File: src/rtl/rstseq_pkg.sv
package rstseq_pkg;
   typedef enum logic [2:0] {
      SQ_WAIT_START = 3'd0,
      SQ_PLL_WAIT   = 3'd1,
      SQ_LINK_RST   = 3'd2,
      SQ_FLUSH      = 3'd3,
      SQ_STANDBY    = 3'd4
   } sq_state_t;
endpackage

File: src/rtl/rstseq_pin_qual.sv
module rstseq_pin_qual #(
   parameter int MIN_LOW = 4
) (
   input  logic clk,
   input  logic pin_n,
   output logic take_o
);
   generate
      if (MIN_LOW < 1) begin : g_bad
         $error("MIN_LOW must be at least 1");
      end
      if (MIN_LOW == 1) begin : g_direct
         assign take_o = !pin_n;
      end else begin : g_count
         localparam int QW = $clog2(MIN_LOW + 1);
         logic [QW-1:0] low_cnt;
         always_ff @(posedge clk) begin
            if (pin_n)
               low_cnt <= '0;
            else if (low_cnt != QW'(MIN_LOW))
               low_cnt <= low_cnt + 1'b1;
         end
         assign take_o = !pin_n && (low_cnt >= QW'(MIN_LOW - 1));
      end
   endgenerate
endmodule

File: src/rtl/rstseq_timer.sv
module rstseq_timer #(
   parameter int CW = 8
) (
   input  logic          clk,
   input  logic          load_i,
   input  logic [CW-1:0] load_val_i,
   output logic          zero_o
);
   logic [CW-1:0] cnt;
   always_ff @(posedge clk) begin
      if (load_i)
         cnt <= load_val_i;
      else if (cnt != '0)
         cnt <= cnt - 1'b1;
   end
   assign zero_o = (cnt == '0);
endmodule

File: src/rtl/rstseq_ctrl.sv
module rstseq_ctrl
   import rstseq_pkg::*;
#(
   parameter int CLK_HZ  = 50_000_000,
   parameter int LINK_W  = 16,
   parameter int MIN_LOW = 4
) (
   input  logic clk,
   input  logic hard_rst_n,
   input  logic pll_en_i,
   input  logic clk_start_i,
   input  logic soft_rst_i,
   input  logic bist_done_i,
   input  logic rsp_valid_i,
   output logic pll_rst_o,
   output logic link_rst_o,
   output logic flush_en_o,
   output logic busy_o,
   output logic standby_o,
   output logic discard_rsp_o
);
   localparam int PLL_CYC   = CLK_HZ / 10_000;
   localparam int FLUSH_CYC = CLK_HZ / 1_000;
   localparam int CW        = $clog2(FLUSH_CYC + 1);

   generate
      if (PLL_CYC < 1) begin : g_bad_hz
         $error("CLK_HZ too small for the PLL settle window");
      end
      if (LINK_W < 1 || LINK_W > FLUSH_CYC) begin : g_bad_link
         $error("LINK_W out of range");
      end
   endgenerate

   logic      rst_take;
   logic      tmr_load;
   logic      tmr_zero;
   logic [CW-1:0] tmr_val;
   sq_state_t state, state_nx;
   logic      flush_trig;

   rstseq_pin_qual #(.MIN_LOW(MIN_LOW)) u_qual (
      .clk    (clk),
      .pin_n  (hard_rst_n),
      .take_o (rst_take)
   );

   rstseq_timer #(.CW(CW)) u_tmr (
      .clk        (clk),
      .load_i     (tmr_load),
      .load_val_i (tmr_val),
      .zero_o     (tmr_zero)
   );

   assign flush_trig = soft_rst_i || bist_done_i;

   always_comb begin
      state_nx = state;
      tmr_load = 1'b0;
      tmr_val  = '0;
      if (rst_take) begin
         state_nx = SQ_WAIT_START;
      end else begin
         unique case (state)
            SQ_WAIT_START: if (clk_start_i) begin
               tmr_load = 1'b1;
               if (pll_en_i) begin
                  state_nx = SQ_PLL_WAIT;
                  tmr_val  = CW'(PLL_CYC - 1);
               end else begin
                  state_nx = SQ_LINK_RST;
                  tmr_val  = CW'(LINK_W - 1);
               end
            end
            SQ_PLL_WAIT: if (tmr_zero) begin
               state_nx = SQ_LINK_RST;
               tmr_load = 1'b1;
               tmr_val  = CW'(LINK_W - 1);
            end
            SQ_LINK_RST: if (tmr_zero) begin
               state_nx = SQ_FLUSH;
               tmr_load = 1'b1;
               tmr_val  = CW'(FLUSH_CYC - 1);
            end
            SQ_FLUSH: if (tmr_zero) state_nx = SQ_STANDBY;
            SQ_STANDBY: if (flush_trig) begin
               state_nx = SQ_FLUSH;
               tmr_load = 1'b1;
               tmr_val  = CW'(FLUSH_CYC - 1);
            end
            default: state_nx = SQ_WAIT_START;
         endcase
      end
   end

   always_ff @(posedge clk) begin
      state <= state_nx;
      if (rst_take)
         pll_rst_o <= 1'b1;
      else if (state == SQ_WAIT_START && clk_start_i && pll_en_i)
         pll_rst_o <= 1'b0;
      if (rst_take || (state == SQ_STANDBY && flush_trig))
         discard_rsp_o <= 1'b1;
      else if (rsp_valid_i)
         discard_rsp_o <= 1'b0;
   end

   assign link_rst_o = (state == SQ_LINK_RST);
   assign flush_en_o = (state == SQ_FLUSH);
   assign standby_o  = (state == SQ_STANDBY);
   assign busy_o     = (state != SQ_STANDBY);


   pll_release_chk: assert property (@(posedge clk) disable iff (rst_take)
      $fell(pll_rst_o) |-> $past(clk_start_i && pll_en_i));

   link_entry_chk: assert property (@(posedge clk) disable iff (rst_take)
      $rose(link_rst_o) |-> $past(!pll_rst_o || (clk_start_i && !pll_en_i)));

   flush_entry_chk: assert property (@(posedge clk) disable iff (rst_take)
      $rose(flush_en_o) |-> $past(link_rst_o || (standby_o && flush_trig)));

   standby_entry_chk: assert property (@(posedge clk) disable iff (rst_take)
      $rose(standby_o) |-> $past(flush_en_o));

   busy_clear_chk: assert property (@(posedge clk) disable iff (rst_take)
      $fell(busy_o) |-> $past(flush_en_o));

   discard_set_chk: assert property (@(posedge clk) disable iff (rst_take)
      ($rose(flush_en_o) && $past(standby_o)) |-> discard_rsp_o);
endmodule

File: config.mk
export PLATFORM = sky130hd
export DESIGN_NAME = rstseq_ctrl
export DESIGN_NICKNAME = d
export VERILOG_FILES = /design/src/rtl/rstseq_pkg.sv /design/src/rtl/rstseq_pin_qual.sv /design/src/rtl/rstseq_timer.sv /design/src/rtl/rstseq_ctrl.sv
export SDC_FILE = /design/constraint.sdc
export NUM_CORES = 1
export LEC_CHECK = 0
export BUFFER_PORTS_ARGS = -buffer_cell sky130_fd_sc_hd__buf_4
export CORE_MARGIN = 2
export CORE_UTILIZATION = 48
export CTS_BUF_LIST = sky130_fd_sc_hd__clkbuf_4 sky130_fd_sc_hd__clkbuf_8
export CTS_CLUSTER_SIZE = 8
export DETAILED_ROUTE_END_ITERATION = 8
export PLACE_DENSITY = 0.66
export SKIP_CTS_REPAIR_TIMING = 1
export SLEW_MARGIN = 0
export SYNTH_ARGS = -nofsm -noshare
export SYNTH_HDL_FRONTEND = slang
export SYNTH_HIERARCHICAL = 1
export SYNTH_SLANG_ARGS = --single-unit
File: constraint.sdc
create_clock -name clk -period 8.2 [get_ports clk]
set_input_delay 0.41 -clock clk [delete_from_list [all_inputs] [get_ports clk]]
set_output_delay 0.41 -clock clk [all_outputs]
set_load 0.005 [all_outputs]
# After elaboration in Yosys (flattened, before gate mapping)
# Index checks and enable logic that the tools add are counted.
[classes] eq_ne=11 mul=0 div_mod_pow=0 add_sub_neg=2 n_shift=0 bitwise_logic=0 mux=21 magnitude_cmp=1 n_reduce_logical=13
[ops] cell="16-bit two-way mux" count=5
[ops] cell="16-bit case mux with 4 select lines" count=1
[ops] cell="13-bit two-way mux" count=2
[ops] cell="16-bit zero test" count=1
[ops] cell="16-bit nonzero test" count=1
[ops] cell="16-bit by 1-bit subtractor with 16-bit output (second input constant)" count=1
[ops] cell="3-bit two-way mux" count=5
[ops] cell="3-bit case mux with 5 select lines" count=1
[ops] cell="3-bit by 2-bit == test with 1-bit output (second input constant)" count=2
[ops] cell="2-bit by 1-bit != test with 1-bit output (second input constant)" count=3
[ops] cell="3-bit != test (second input constant)" count=2
[ops] cell="5-bit AND reduction" count=1
[ops] cell="1-bit logical AND" count=4
[ops] cell="1-bit two-way mux" count=4
[ops] cell="4-bit two-way mux" count=1
[ops] cell="2-bit != test (second input constant)" count=2
[ops] cell="3-bit by 1-bit adder with 3-bit output (second input constant)" count=1
[ops] cell="3-bit by 1-bit == test with 1-bit output (second input constant)" count=1
[ops] cell="3-bit == test (second input constant)" count=1
[ops] cell="3-bit by 2-bit >= comparator with 1-bit output (second input constant)" count=1
[ops] cell="3-bit zero test" count=1
[ops] cell="1-bit case mux with 3 select lines" count=1
[ops] cell="1-bit logical OR" count=2
[ops] cell="2-bit two-way mux" count=1
[ops] cell="3 further kinds" count=3
[totals] n_memories=0 romBits=0 elab_cells=53 regBits=24 latch_bits=0 in_bits=7 ram_bits=0 out_inout_bits=6

# Logic depth before layout (Yosys ltp)
[logic_depth] depth_word=5 mapped_depth=12 depth_no_buf=12

# Hierarchy
# Netlist, hierarchy kept.
[modules_own_cells] mod="rstseq_timer" cells_each=92 area_each_um2=960.9 n_inst=1 seq_area_each_um2=480.5
[modules_own_cells] mod="rstseq_ctrl" cells_each=47 area_each_um2=364.1 n_inst=1 seq_area_each_um2=100.1
[modules_own_cells] mod="rstseq_pin_qual" cells_each=19 area_each_um2=166.4 n_inst=1 seq_area_each_um2=60.1

# Least setup slack after synthesis
# Ideal clock, no wire load.
[synth_path] path_kind="register -> register" from="register u_tmr.cnt[0]" to="register u_tmr.cnt[0], enable pin" setup_ns=0.375 stages_incl_launch_ff=10 period_less_slack_ns=3.619 required_time_ns=7.825 path_buffers=1 arrival_ns=3.244 setup_slack_ns=4.581 path_cell_list="edfxtp_1 > inv_1 > ha_1 > nor3b_2 > nand3_1 > nor4_1 > or4bb_4 > a31oi_1 > clkbuf_1 > nand2b_1"
[synth_between] elab_chain_cells=5 elab_cells_between_ends=6 cone_classes="mux (3); reduce/logical (3)"
[synth_lines] item="start: declaration" line_no="rstseq_timer.sv:9" source="logic [CW-1:0] cnt;"
[synth_lines] item="start signal: assignment" line_no="rstseq_timer.sv:12" source="cnt <= load_val_i;"
[synth_lines] item="start signal: assignment" line_no="rstseq_timer.sv:14" source="cnt <= cnt - 1'b1;"
[synth_lines] item="16-bit zero test" line_no="rstseq_timer.sv:16" source="assign zero_o = (cnt == '0);"
[synth_lines] item="net tmr_zero" line_no="rstseq_ctrl.sv:37" source="logic tmr_zero;"
[synth_lines] item="1-bit two-way mux" line_no="rstseq_ctrl.sv:75, rstseq_ctrl.sv:80"
[synth_lines] item="1-bit case mux with 3 select lines" line_no="rstseq_ctrl.sv:64" source="unique case (state)"
[synth_lines] item="1-bit two-way mux" line_no="rstseq_ctrl.sv:61" source="if (rst_take) begin"
[synth_lines] item="net tmr_load" line_no="rstseq_ctrl.sv:36" source="logic tmr_load;"
[synth_lines] item="2-bit nonzero test (no source line)"
# The timed path passes the listed nets, and every way through them passes these cells.
# A chain may end at the register's enable or synchronous reset.

# Worst setup path in the final report
[layout_path] from="register u_tmr.cnt[0]" to="register u_tmr.cnt[5], enable pin"
# The elaborated chain is that of the path after synthesis.

==> run metrics <==
Die ar.=0.00357 mm²; Worst-Skew Late Latency=0.31 ns; first-pass GRT wire length=4610 µm; vias per std cell=5.65; Fill cells=287; GRT Resource Usage Total=0.170; WHS=0.264 ns; crit-path cells=inv_1 > ha_1 > nor3b_2 > nand3_1 > nor4_1 > or4bb_4 > a31oi_2 > buf_4 > nand2b_1; CP max-delay cell=nor4_1; fraction of layout cells with a size suffix above 1=0.180; Seq/Total Area, Yosys=0.430; Slew HR=0.430; EDFF count, synth=16; Hold/Removal Path Class=in2reg; vias in the first global route=1051; Crit path required time=8.16 ns; Final setup violation count=0; Die X=59.7 µm; Tmin final=4.20 ns; routing usage on met2=0.269; I/O pins=13; final wirelength=2760 µm; Lkg Pwr=0.635 nW; GRT busiest layer=met2; share of flip-flops with an asynchronous set or reset=0; Area contributors post-synth=edfxtp_1 (32%), dfxtp_1 (11%), o21ai_0 (5.0%), nand2_1 (4.8%), xor2_1 (4.1%); drt wl/cell=13.5 µm; First-pass DRT Iterations=4; final hold vios=0; synth unique cells=48; Mapped Cells=158; max cap viols=0; area of the multi-input gates=806 µm²; clock root buffer=clkbuf_4; First DRT Iteration DRCs=69; Port Buffers=12; initial antenna violation count=0; Post-Route Skew=0.000853 ns; register area=641 µm²; CTS Buf Count=3; RSZ-0062 raised after global routing=no; post-synth top area cell=edfxtp_1; Crit. End Element=register; num rows=20; largest net degree at the start of global routing=34; cell family with most CP delay=simple AND/OR/NAND/NOR gates; most common flop cell mapped by yosys=edfxtp_1; Critical Path AT=4.15 ns; synth warn=6; #FFs+latches synth=24; HPWL after DPL=1990 µm; Die H=59.7 µm; max-slew violation count=0; final worst-path cycle share=0.512; synth cell count leaders=nand2_1 (19), edfxtp_1 (16), o21ai_0 (15), nor2_1 (14); CTS max path bufs=2; setup ws final=4.00 ns; critical path fanouts, max=33; Max stage delay on crit path=0.69 ns; worst slack, placed=4.10 ns; clock-pin slew on the worst setup and hold paths=0.13 ns; mapped cell area=0.00149 mm²; Cell Pwr Density=336 mW/mm²; core area=0.00300 mm²; GRT overflow=0; post-detailed-route count of antenna-violating nets=0; Max VDD drop=0.136 mV; global routing usage on met1=0.230; most common cell in the netlist=nand2_1; H-Tree Level Count=1; Initial Util=0.497; setup TNS=0 ns; syn avg cell area=9.44 µm²; met3 Use GR=0.0260; CTS tree=yes; status=finished, final reports clean; post-route DRC violation count=0; via count=1158; final core occ=0.550; GPL Wtd Cong=0.827; CP Buf/Inv Count=2; Diodes inserted=0; Slew @ Worst Pin=0.848 ns; Synth top area share=0.322; fmax=238 MHz; fin nets=184; area growth from synthesis to layout=10.7%; critical path type=reg2reg; clock tree sinks=24; CP startpoint kind=register
registers in the layout, summed over array words and instances (netlist names):
register,count
pll_rst_o,1
u_tmr/cnt,16
state,3
discard_rsp_o,1
u_qual/g_count.low_cnt,3
cell families after synthesis:
group                      synth area share
AOI/OAI and AO/OA                     0.148
DFF                                   0.430
buffers and inverters                0.0445
adders and majority gates            0.0336
and+or+nand+nor                       0.270
muxes                               0.00755
xor gates and xnor gates             0.0646
other                               0.00251
power breakdown:
group / total [W] / internal [W] / leakage [nW] / switching, W
combinational: 0.000222 / 0.000109 / 0.367 / 0.000113
sequential: 0.000271 / 0.000202 / 0.248 / 0.0000691
clock: 0.0000618 / 0.0000271 / 0.0210 / 0.0000347
stage by stage:
step / instances / total power [W] / instance area, µm²
6_report: 205 / 0.000556 / 1650
5_1_grt: 205 / 0.000601 / 1650
4_1_cts: 205 / 0.000559 / 1650
3_5_place_dp: 201 / 0.000496 / 1620
3_3_place_gp: 201 / 0.000487 / 1620
2_1_floorplan: 162 / 0.000435 / 1510
worst reg2reg max path, delay by kind of cell, from the launching register on:
kind                       cells  cell delay [ns]
DFF                            1             0.49
adders and majority gates      1             0.17
and+or+nand+nor                5             2.61
AOI/OAI and AO/OA              1             0.19
buffers and inverters          2             0.39
cell usage in the layout (no fill, tap or decap), types with 4 or more instances in the layout:
cell,synthesis,layout
edfxtp_1,16,16
conb_1,1,5
o21ai_0,15,15
dfxtp_1,8,8
xor2_1,7,7
nand2_1,19,19
a21oi_1,7,7
ha_1,4,4
buf_4,0,13
xnor2_1,4,4
nand3_1,5,5
nor2_1,14,14
inv_1,8,8
layout make-up:
class	instances	area share
Inverter	8	0.0182
Clock buffer	4	0.0220
Timing Repair Buffer	13	0.0591
Multi-Input combinational cell	123	0.488
Tap cell	33	0.0250
Sequential cell	24	0.388
path summary, 6_finish.rpt:
path,start,end,slack (ns),cells after the start
setup / recovery,u_tmr/cnt[0]$_DFFE_PP_,u_tmr/cnt[5]$_DFFE_PP_,4.00,9
hold / removal,hard_rst_n,u_qual/g_count.low_cnt[0]$_SDFFE_PP0P_,0.26,2
setup reg to reg,u_tmr/cnt[0]$_DFFE_PP_,u_tmr/cnt[5]$_DFFE_PP_,4.00,9
hold reg to reg,pll_rst_o$_SDFFE_PP1P_,pll_rst_o$_SDFFE_PP1P_,0.51,1
per-layer routing:
| layer | wire [µm] | vias up |
|---|---|---|
| met1 | 1330 | 541 |
| met3 | 100 | 4 |
| li1 | - | 586 |
| met5 | 0 | - |
| met4 | 32 | 0 |
| met2 | 1300 | 27 |
Note: power is estimated with default switching activity, not from simulation.
